[src/rtl/adc_rd_pkg.sv]
package adc_rd_pkg;
  typedef enum logic [1:0] {OP_READ = 2'd0, OP_SLEEP = 2'd1, OP_WAKE = 2'd2, OP_READ_ALT = 2'd3} op_e;
  typedef enum logic [1:0] {ST_IDLE, ST_FRAME, ST_QUIET} st_e;
  localparam int FRAME_BITS = 16;
  localparam int SHORT_BITS = 14;
  localparam int PD_MIN     = 3;
  localparam int PD_MAX     = 9;
endpackage

[src/rtl/sclk_timer.sv]
module sclk_timer #(
  parameter int DIV_W = 8
) (
  input  logic             clk_i,
  input  logic             rst_ni,
  input  logic             run_i,
  input  logic [DIV_W-1:0] div_i,
  output logic             tick_o
);
  logic [DIV_W-1:0] hcnt;

  assign tick_o = run_i && (hcnt == div_i);

  always_ff @(posedge clk_i or negedge rst_ni) begin
    if (!rst_ni)                hcnt <= '0;
    else if (!run_i || tick_o) hcnt <= '0;
    else                        hcnt <= hcnt + 1'b1;
  end

  p_half_bound_r2: assert property (@(posedge clk_i) disable iff (!rst_ni)
    run_i |-> hcnt <= div_i);
endmodule

[src/rtl/frame_capture.sv]
module frame_capture #(
  parameter int W     = 16,
  parameter int MSB   = 13,
  parameter int LSB   = 2,
  localparam int RW    = MSB - LSB + 1,
  localparam int IDX_W = $clog2(W)
) (
  input  logic             clk_i,
  input  logic             rst_ni,
  input  logic             clr_i,
  input  logic             smp_i,
  input  logic [IDX_W-1:0] idx_i,
  input  logic             bit_i,
  output logic [RW-1:0]    data_o
);
  // stream bit idx lands at word position W-1-idx; keep only the result slice
  always_ff @(posedge clk_i or negedge rst_ni) begin
    if (!rst_ni) data_o <= '0;
    else if (clr_i) data_o <= '0;
    else if (smp_i) begin
      for (int b = 0; b < RW; b++)
        if (idx_i == IDX_W'(W - 1 - LSB - b)) data_o[b] <= bit_i;
    end
  end

  p_clr_excl_r4: assert property (@(posedge clk_i) disable iff (!rst_ni)
    smp_i |-> !clr_i);
endmodule

[src/rtl/adc_rd_seq.sv]
module adc_rd_seq
  import adc_rd_pkg::*;
#(
  parameter int RES_BITS = 12,
  parameter int DIV_W    = 8,
  parameter int QUIET_W  = 8
) (
  input  logic                clk_i,
  input  logic                rst_ni,
  input  logic                start_i,
  input  logic [1:0]          op_i,
  input  logic                short_i,
  input  logic [3:0]          pd_edges_i,
  input  logic [DIV_W-1:0]    div_i,
  input  logic [QUIET_W-1:0]  quiet_i,
  input  logic                sdata_i,
  output logic                cs_no,
  output logic                sclk_o,
  output logic [RES_BITS-1:0] result_o,
  output logic                valid_o,
  output logic                busy_o
);
  localparam int EDGE_W  = $clog2(FRAME_BITS) + 1;
  localparam int IDX_W   = $clog2(FRAME_BITS);
  localparam int RES_MSB = FRAME_BITS - 3;
  localparam int RES_LSB = RES_MSB - RES_BITS + 1;

  st_e                 state;
  op_e                 kind_q;
  logic                chain_q, asleep_q, short_q, cs_q, sclk_q, valid_q;
  logic [EDGE_W-1:0]   edge_cnt, end_q;
  logic [DIV_W-1:0]    div_q;
  logic [QUIET_W-1:0]  quiet_q, qcnt;
  logic [RES_BITS-1:0] res_q, cap_data;
  logic                tick, smp, qdone, go_idle, go_chain;

  function automatic logic [EDGE_W-1:0] clamp_pd(input logic [3:0] v);
    if (v < 4'(PD_MIN)) return EDGE_W'(PD_MIN);
    if (v > 4'(PD_MAX)) return EDGE_W'(PD_MAX);
    return EDGE_W'(v);
  endfunction

  function automatic logic [EDGE_W-1:0] read_len(input logic s);
    return s ? EDGE_W'(SHORT_BITS) : EDGE_W'(FRAME_BITS);
  endfunction

  sclk_timer #(.DIV_W(DIV_W)) u_tmr (
    .clk_i(clk_i), .rst_ni(rst_ni), .run_i(state == ST_FRAME), .div_i(div_q), .tick_o(tick)
  );

  assign smp      = (state == ST_FRAME) && tick && sclk_q;
  assign qdone    = (state == ST_QUIET) && (qcnt == quiet_q);
  assign go_idle  = (state == ST_IDLE) && start_i;
  assign go_chain = qdone && chain_q;

  frame_capture #(.W(FRAME_BITS), .MSB(RES_MSB), .LSB(RES_LSB)) u_cap (
    .clk_i(clk_i), .rst_ni(rst_ni), .clr_i(go_idle || go_chain), .smp_i(smp),
    .idx_i(edge_cnt[IDX_W-1:0]), .bit_i(sdata_i), .data_o(cap_data)
  );

  always_ff @(posedge clk_i or negedge rst_ni) begin
    if (!rst_ni) begin
      state    <= ST_IDLE;
      kind_q   <= OP_READ;
      chain_q  <= 1'b0;
      asleep_q <= 1'b0;
      short_q  <= 1'b0;
      cs_q     <= 1'b1;
      sclk_q   <= 1'b1;
      valid_q  <= 1'b0;
      edge_cnt <= '0;
      end_q    <= '0;
      div_q    <= '0;
      quiet_q  <= '0;
      qcnt     <= '0;
      res_q    <= '0;
    end else begin
      valid_q <= 1'b0;
      unique case (state)
        ST_IDLE: if (start_i) begin
          state    <= ST_FRAME;
          cs_q     <= 1'b0;
          edge_cnt <= '0;
          div_q    <= div_i;
          quiet_q  <= quiet_i;
          short_q  <= short_i;
          chain_q  <= 1'b0;
          unique case (op_e'(op_i))
            OP_SLEEP: begin kind_q <= OP_SLEEP; end_q <= clamp_pd(pd_edges_i); end
            OP_WAKE:  begin kind_q <= OP_WAKE;  end_q <= EDGE_W'(FRAME_BITS); end
            default: begin
              if (asleep_q) begin
                kind_q  <= OP_WAKE;
                end_q   <= EDGE_W'(FRAME_BITS);
                chain_q <= 1'b1;
              end else begin
                kind_q <= OP_READ;
                end_q  <= read_len(short_i);
              end
            end
          endcase
        end
        ST_FRAME: if (tick) begin
          if (sclk_q) begin
            sclk_q   <= 1'b0;
            edge_cnt <= edge_cnt + 1'b1;
          end else begin
            sclk_q <= 1'b1;
            if (edge_cnt == end_q) begin
              cs_q  <= 1'b1;
              state <= ST_QUIET;
              qcnt  <= '0;
              if (kind_q == OP_READ) begin
                valid_q <= 1'b1;
                res_q   <= cap_data;
              end
              if (kind_q == OP_SLEEP) asleep_q <= 1'b1;
              if (kind_q == OP_WAKE)  asleep_q <= 1'b0;
            end
          end
        end
        ST_QUIET: begin
          if (qdone) begin
            if (chain_q) begin
              state    <= ST_FRAME;
              cs_q     <= 1'b0;
              edge_cnt <= '0;
              kind_q   <= OP_READ;
              end_q    <= read_len(short_q);
              chain_q  <= 1'b0;
            end else begin
              state <= ST_IDLE;
            end
          end else begin
            qcnt <= qcnt + 1'b1;
          end
        end
        default: state <= ST_IDLE;
      endcase
    end
  end

  assign cs_no    = cs_q;
  assign sclk_o   = sclk_q;
  assign valid_o  = valid_q;
  assign result_o = res_q;
  assign busy_o   = (state != ST_IDLE);

  p_idle_sclk_high_r1: assert property (@(posedge clk_i) disable iff (!rst_ni)
    cs_no |-> sclk_o);
  p_phase_hold_r2: assert property (@(posedge clk_i) disable iff (!rst_ni)
    (state == ST_FRAME && !tick) |=> $stable(sclk_q));
  p_edge_bound_r3: assert property (@(posedge clk_i) disable iff (!rst_ni)
    edge_cnt <= EDGE_W'(FRAME_BITS));
  p_valid_pulse_r4: assert property (@(posedge clk_i) disable iff (!rst_ni)
    valid_o |=> !valid_o);
  p_valid_on_release_r4: assert property (@(posedge clk_i) disable iff (!rst_ni)
    valid_o |-> $rose(cs_no));
  p_pd_window_r5: assert property (@(posedge clk_i) disable iff (!rst_ni)
    (state == ST_FRAME && kind_q == OP_SLEEP) |-> (end_q >= EDGE_W'(PD_MIN) && end_q <= EDGE_W'(PD_MAX)));
  p_awake_read_r7: assert property (@(posedge clk_i) disable iff (!rst_ni)
    (state == ST_FRAME && kind_q == OP_READ) |-> !asleep_q);
  p_quiet_cs_high_r8: assert property (@(posedge clk_i) disable iff (!rst_ni)
    (state == ST_QUIET) |-> (cs_no && busy_o));
  p_settings_lock_r9: assert property (@(posedge clk_i) disable iff (!rst_ni)
    busy_o |=> ($stable(div_q) && $stable(quiet_q)));
endmodule

[config.mk]
export PLATFORM = sky130hd
export DESIGN_NAME = adc_rd_seq
export DESIGN_NICKNAME = d
export VERILOG_FILES = /design/src/rtl/adc_rd_pkg.sv /design/src/rtl/sclk_timer.sv /design/src/rtl/frame_capture.sv /design/src/rtl/adc_rd_seq.sv
export SDC_FILE = /design/constraint.sdc
export NUM_CORES = 1
export LEC_CHECK = 0
export ABC_CLOCK_PERIOD_IN_PS = 3700
export BUFFER_PORTS_ARGS = -buffer_cell sky130_fd_sc_hd__buf_2
export CAP_MARGIN = 20
export CORE_UTILIZATION = 30
export CTS_CLUSTER_DIAMETER = 50
export DETAILED_ROUTE_END_ITERATION = 12
export PLACE_DENSITY = 0.53
export SLEW_MARGIN = 40
export SYNTH_ARGS = -nofsm -noshare
export SYNTH_HDL_FRONTEND = slang
export SYNTH_HIERARCHICAL = 1
export SYNTH_SLANG_ARGS = --single-unit
[constraint.sdc]
create_clock -name clk_i -period 3.7 [get_ports clk_i]
set_clock_uncertainty 0.15 [all_clocks]
set_input_delay 0.37 -clock clk_i [delete_from_list [all_inputs] [get_ports clk_i]]
set_output_delay 0.37 -clock clk_i [all_outputs]
set_load 0.02 [all_outputs]
==> metrics.csv <==
stage,metric,value,unit
critical_path,CP top delay family,simple AND/OR/NAND/NOR gates,
timing,max-slew violations,0,
routing,DRT Pass-1 Iters,4,
timing,Fin. Hold Viols,0,
layout,most frequent cells in the layout,"dfrtp_1 (74), buf_2 (41), mux2_2 (24)",
clock_network,Post-CTS Hold Fix Bufs,1,
clock_network,Skew-Pair Late Insertion Delay,340,ps
routing,via density per instance,4.62,
synth,synthesized flop and latch total,76,
min_path,WHS Path Cells,2,
layout,Multi-input gate area,1790,µm²
clock_network,clk buf depth,2,
layout,Seq. cell area,1900,µm²
timing,Worst Tran Pin Value,684,ps
global_routing,GR met1 Demand/Resource,18.0,%
synth,Synth cell types,53,
clock_network,cts bufs inserted,9,
critical_path,Reg2Reg Depth,7,
synth,area share of fa/ha/maj cells after synthesis,2.31,%
synth,Synth async-reset ratio,100,%
flow_run,maxcap violations,0,
min_path,WHS Endpoint,div_q[6]$_DFFE_PN0P_,
floorplanning,die span in x,114,µm
clock_network,clock-pin slew on the worst setup and hold paths,60,ps
floorplanning,Top Ports,43,
global_routing,initial antenna violation count,0,
routing,Wirelength per Cell,13.5,µm
critical_path,WP data required,3760,ps
synth,Post-synth EDFFs,0,
placement,Final GP Congestion,0.777,
critical_path,crit-path cells,"xor2_1, nor4_1, and2_0, a31oi_1, inv_2, nand2b_2, mux2i_1",
critical_path,FF-to-FF setup slack,850,ps
placement,placed insts,532,
timing,RSZ-0062 raised after global routing,no,
pwr,leakage power,2.23,nW
critical_path,max incr delay on CP,600,ps
synth,Syn Nets,358,
global_routing,first-pass GRT wire length,13.0,mm
routing,DR DRC count,0,
synth,mux cell area share after synthesis,15.2,%
floorplanning,Core Box Area,12200,µm²
clock_network,post_cts resized,0,
synth,post-synthesis simple-gate area fraction,15.1,%
timing,Slew HR,54.4,%
critical_path,critical path type,flop to flop,
synth,top_reg_cell synth,dfrtp_1,
global_routing,vias in the first global route,2614,
timing,Setup Viol. Count Final,0,
global_routing,global route total overflow,0,
synth,Synth Instances,324,
routing,Routed WL,7.42,mm
layout,Post-Layout Cell Count,549,
routing,vias,2538,
global_routing,Top Usage Layer GRT,met2,
timing,final setup TNS,0,ps
clock_network,Root Buffer,clkbuf_16,
synth,largest cells by area after synthesis,"dfrtp_1 (49%), mux2_2 (7.1%), mux2i_1 (4.5%)",
critical_path,worst path buffer plus inverter count,1,
routing,DR iter-0 viols,157,
timing,fin crit share,77.0,%
global_routing,met2 usage,18.3,%
layout,Nets,410,
synth,share of the synthesized area in the top cell type,48.9,%
layout,area delta synth->final,19.6,%
synth,syn_area_per_cell,11.7,µm²
pwr,VDD IR max,276,µV
layout,filler instances,1182,
synth,Mapped Area,3780,µm²
timing,Max Clk Rate,351,MHz
placement,DP HPWL,5.13,mm
clock_network,clk sinks,76,
critical_path,endpoint type of the worst setup path,flop,
routing,post-route ant nets,0,
synth,"Seq/Total Area, Yosys",50.3,%
layout,"most common cell after layout, fill and taps aside",dfrtp_1,
layout,share of layout cells above drive strength 1,30.7,%
synth,xor/xnor share of the synthesized area,6.41,%
min_path,worst hold path class,input pin to flop,
synth,Compound-Gate Fraction of Synth Area,8.07,%
critical_path,"slowest stage cell, crit path",nor4_1,
synth,Synth area leader,dfrtp_1,
global_routing,M3 GR Usage,3.23,%
layout,Ant. Diodes,0,
clock_network,H-tree levels,3,
critical_path,startpoint types,flop,
synth,synth warn,6,
outcome,outcome,"finished, final reports clean",
floorplanning,DIE HEIGHT,114,µm
clock_network,CTS tree,built,
floorplanning,Starting Density,31.1,%
min_path,Hold Startpoint,div_i[6],
floorplanning,Die ar.,13100,µm²
critical_path,Reg2Reg Capture Point,u_cap/data_o[11]$_DFFE_PN0P_,
critical_path,launching point of the worst reg2reg path,qcnt[3]$_DFFE_PN0P_,
critical_path,arrival time worst endpoint,2910,ps
global_routing,largest net degree at the start of global routing,77,
synth,largest family of logic cells by synthesized area,multiplexers,
floorplanning,FP Rows,40,
global_routing,Total GRT Usage,12.8,%
critical_path,Crit Path Max Fanout,21,
pwr,pwr/cell area,662,nW/µm²
placement,Buffers on Ports,42,
clock_network,Post-CTS Setup Inserts,0,
timing,min cycle time layout,2850,ps
## power breakdown
| part | switching [mW] | internal [mW] | total, mW |
|---|---|---|---|
| clock | 0.337 | 0.554 | 0.891 |
| combinational | 0.397 | 0.405 | 0.801 |
| sequential | 0.229 | 1.08 | 1.31 |
| total | 0.963 | 2.04 | 3.00 |
## metal layers
| layer | up-vias | share of wire [%] |
|---|---|---|
| met3 | 12 | 3.8 |
| met4 | 0 | 2.2 |
| met1 | 1230 | 52 |
| met5 | - | 0 |
| met2 | 42 | 42 |
| li1 | 1254 | - |
## through the flow
stage	hold slack [ps]	total power [mW]	worst slack [ps]	area [µm²]	util [%]
final	114	3.00	851	4530	37.2
after floorplan	-75.6	1.89	1030	3780	-
after global routing	109	3.21	591	4530	37.2
after global placement	339	2.12	1020	4210	34.6
after detailed placement	301	2.13	881	4220	34.7
after CTS	99.9	3.05	870	4530	37.2
## layout make-up
type	instances	area share (%)
timing repair buffer	48	5.83
inverter	15	1.24
clock inverter	5	1.11
tap	168	4.64
sequential	76	42.1
multi-input combinational	226	39.5
clock buffer	11	5.58
## logic make-up (layout without fill, tap and decap cells)
logic type,count (synthesis),count (layout)
AOI/OAI and AO/OA,48,48
buffers and inverters,22,79
and+or+nand+nor,95,95
DFF,76,76
adders and majority gates,7,7
muxes,50,50
xor gates and xnor gates,26,26
## cells in the mapped netlist, types with 2 or more instances
library cell,number
a22o_1,2
nand4_1,7
nor3b_1,2
o31ai_1,2
ha_1,7
nand2_1,20
nand3_1,10
a221oi_1,3
mux2_4,9
nor2b_1,3
nor4_2,2
mux2i_1,17
dfstp_2,2
dfrtp_1,74
buf_6,2
nor2_1,9
nand3b_1,2
clkbuf_1,4
xor2_1,19
or3_1,5
o21ai_0,15
a21oi_1,11
xor2_2,2
nor4_1,2
inv_1,14
a31oi_1,4
and3_1,2
or2_2,2
and3b_2,2
mux2_2,24
a211oi_1,5
nand2b_1,15
xnor2_1,5
## registers in the layout, indices dropped and copies added, names as in the netlist
register / cells
u_tmr/hcnt: 8
cs_no: 1
quiet_q: 8
short_q: 1
edge_cnt: 5
kind_q: 2
result_o: 12
u_cap/data_o: 12
valid_o: 1
div_q: 8
end_q: 5
asleep_q: 1
chain_q: 1
sclk_o: 1
state: 2
qcnt: 8
## worst max-delay path by stage
stage | endpoint | from | cells after the start
final | u_cap/data_o[11]$_DFFE_PN0P_ | qcnt[3]$_DFFE_PN0P_ | 7
after global routing | u_cap/data_o[5]$_DFFE_PN0P_ | qcnt[3]$_DFFE_PN0P_ | 7
after CTS | u_cap/data_o[1]$_DFFE_PN0P_ | qcnt[3]$_DFFE_PN0P_ | 7
after detailed placement | u_cap/data_o[1]$_DFFE_PN0P_ | qcnt[3]$_DFFE_PN0P_ | 7
after global placement | edge_cnt[4]$_DFFE_PN0P_ | u_tmr/hcnt[3]$_DFF_PN0_ | 9
after floorplan | result_o[10]$_DFFE_PN0P_ | div_q[7]$_DFFE_PN0P_ | 8
(Power assumes the default switching activity.)
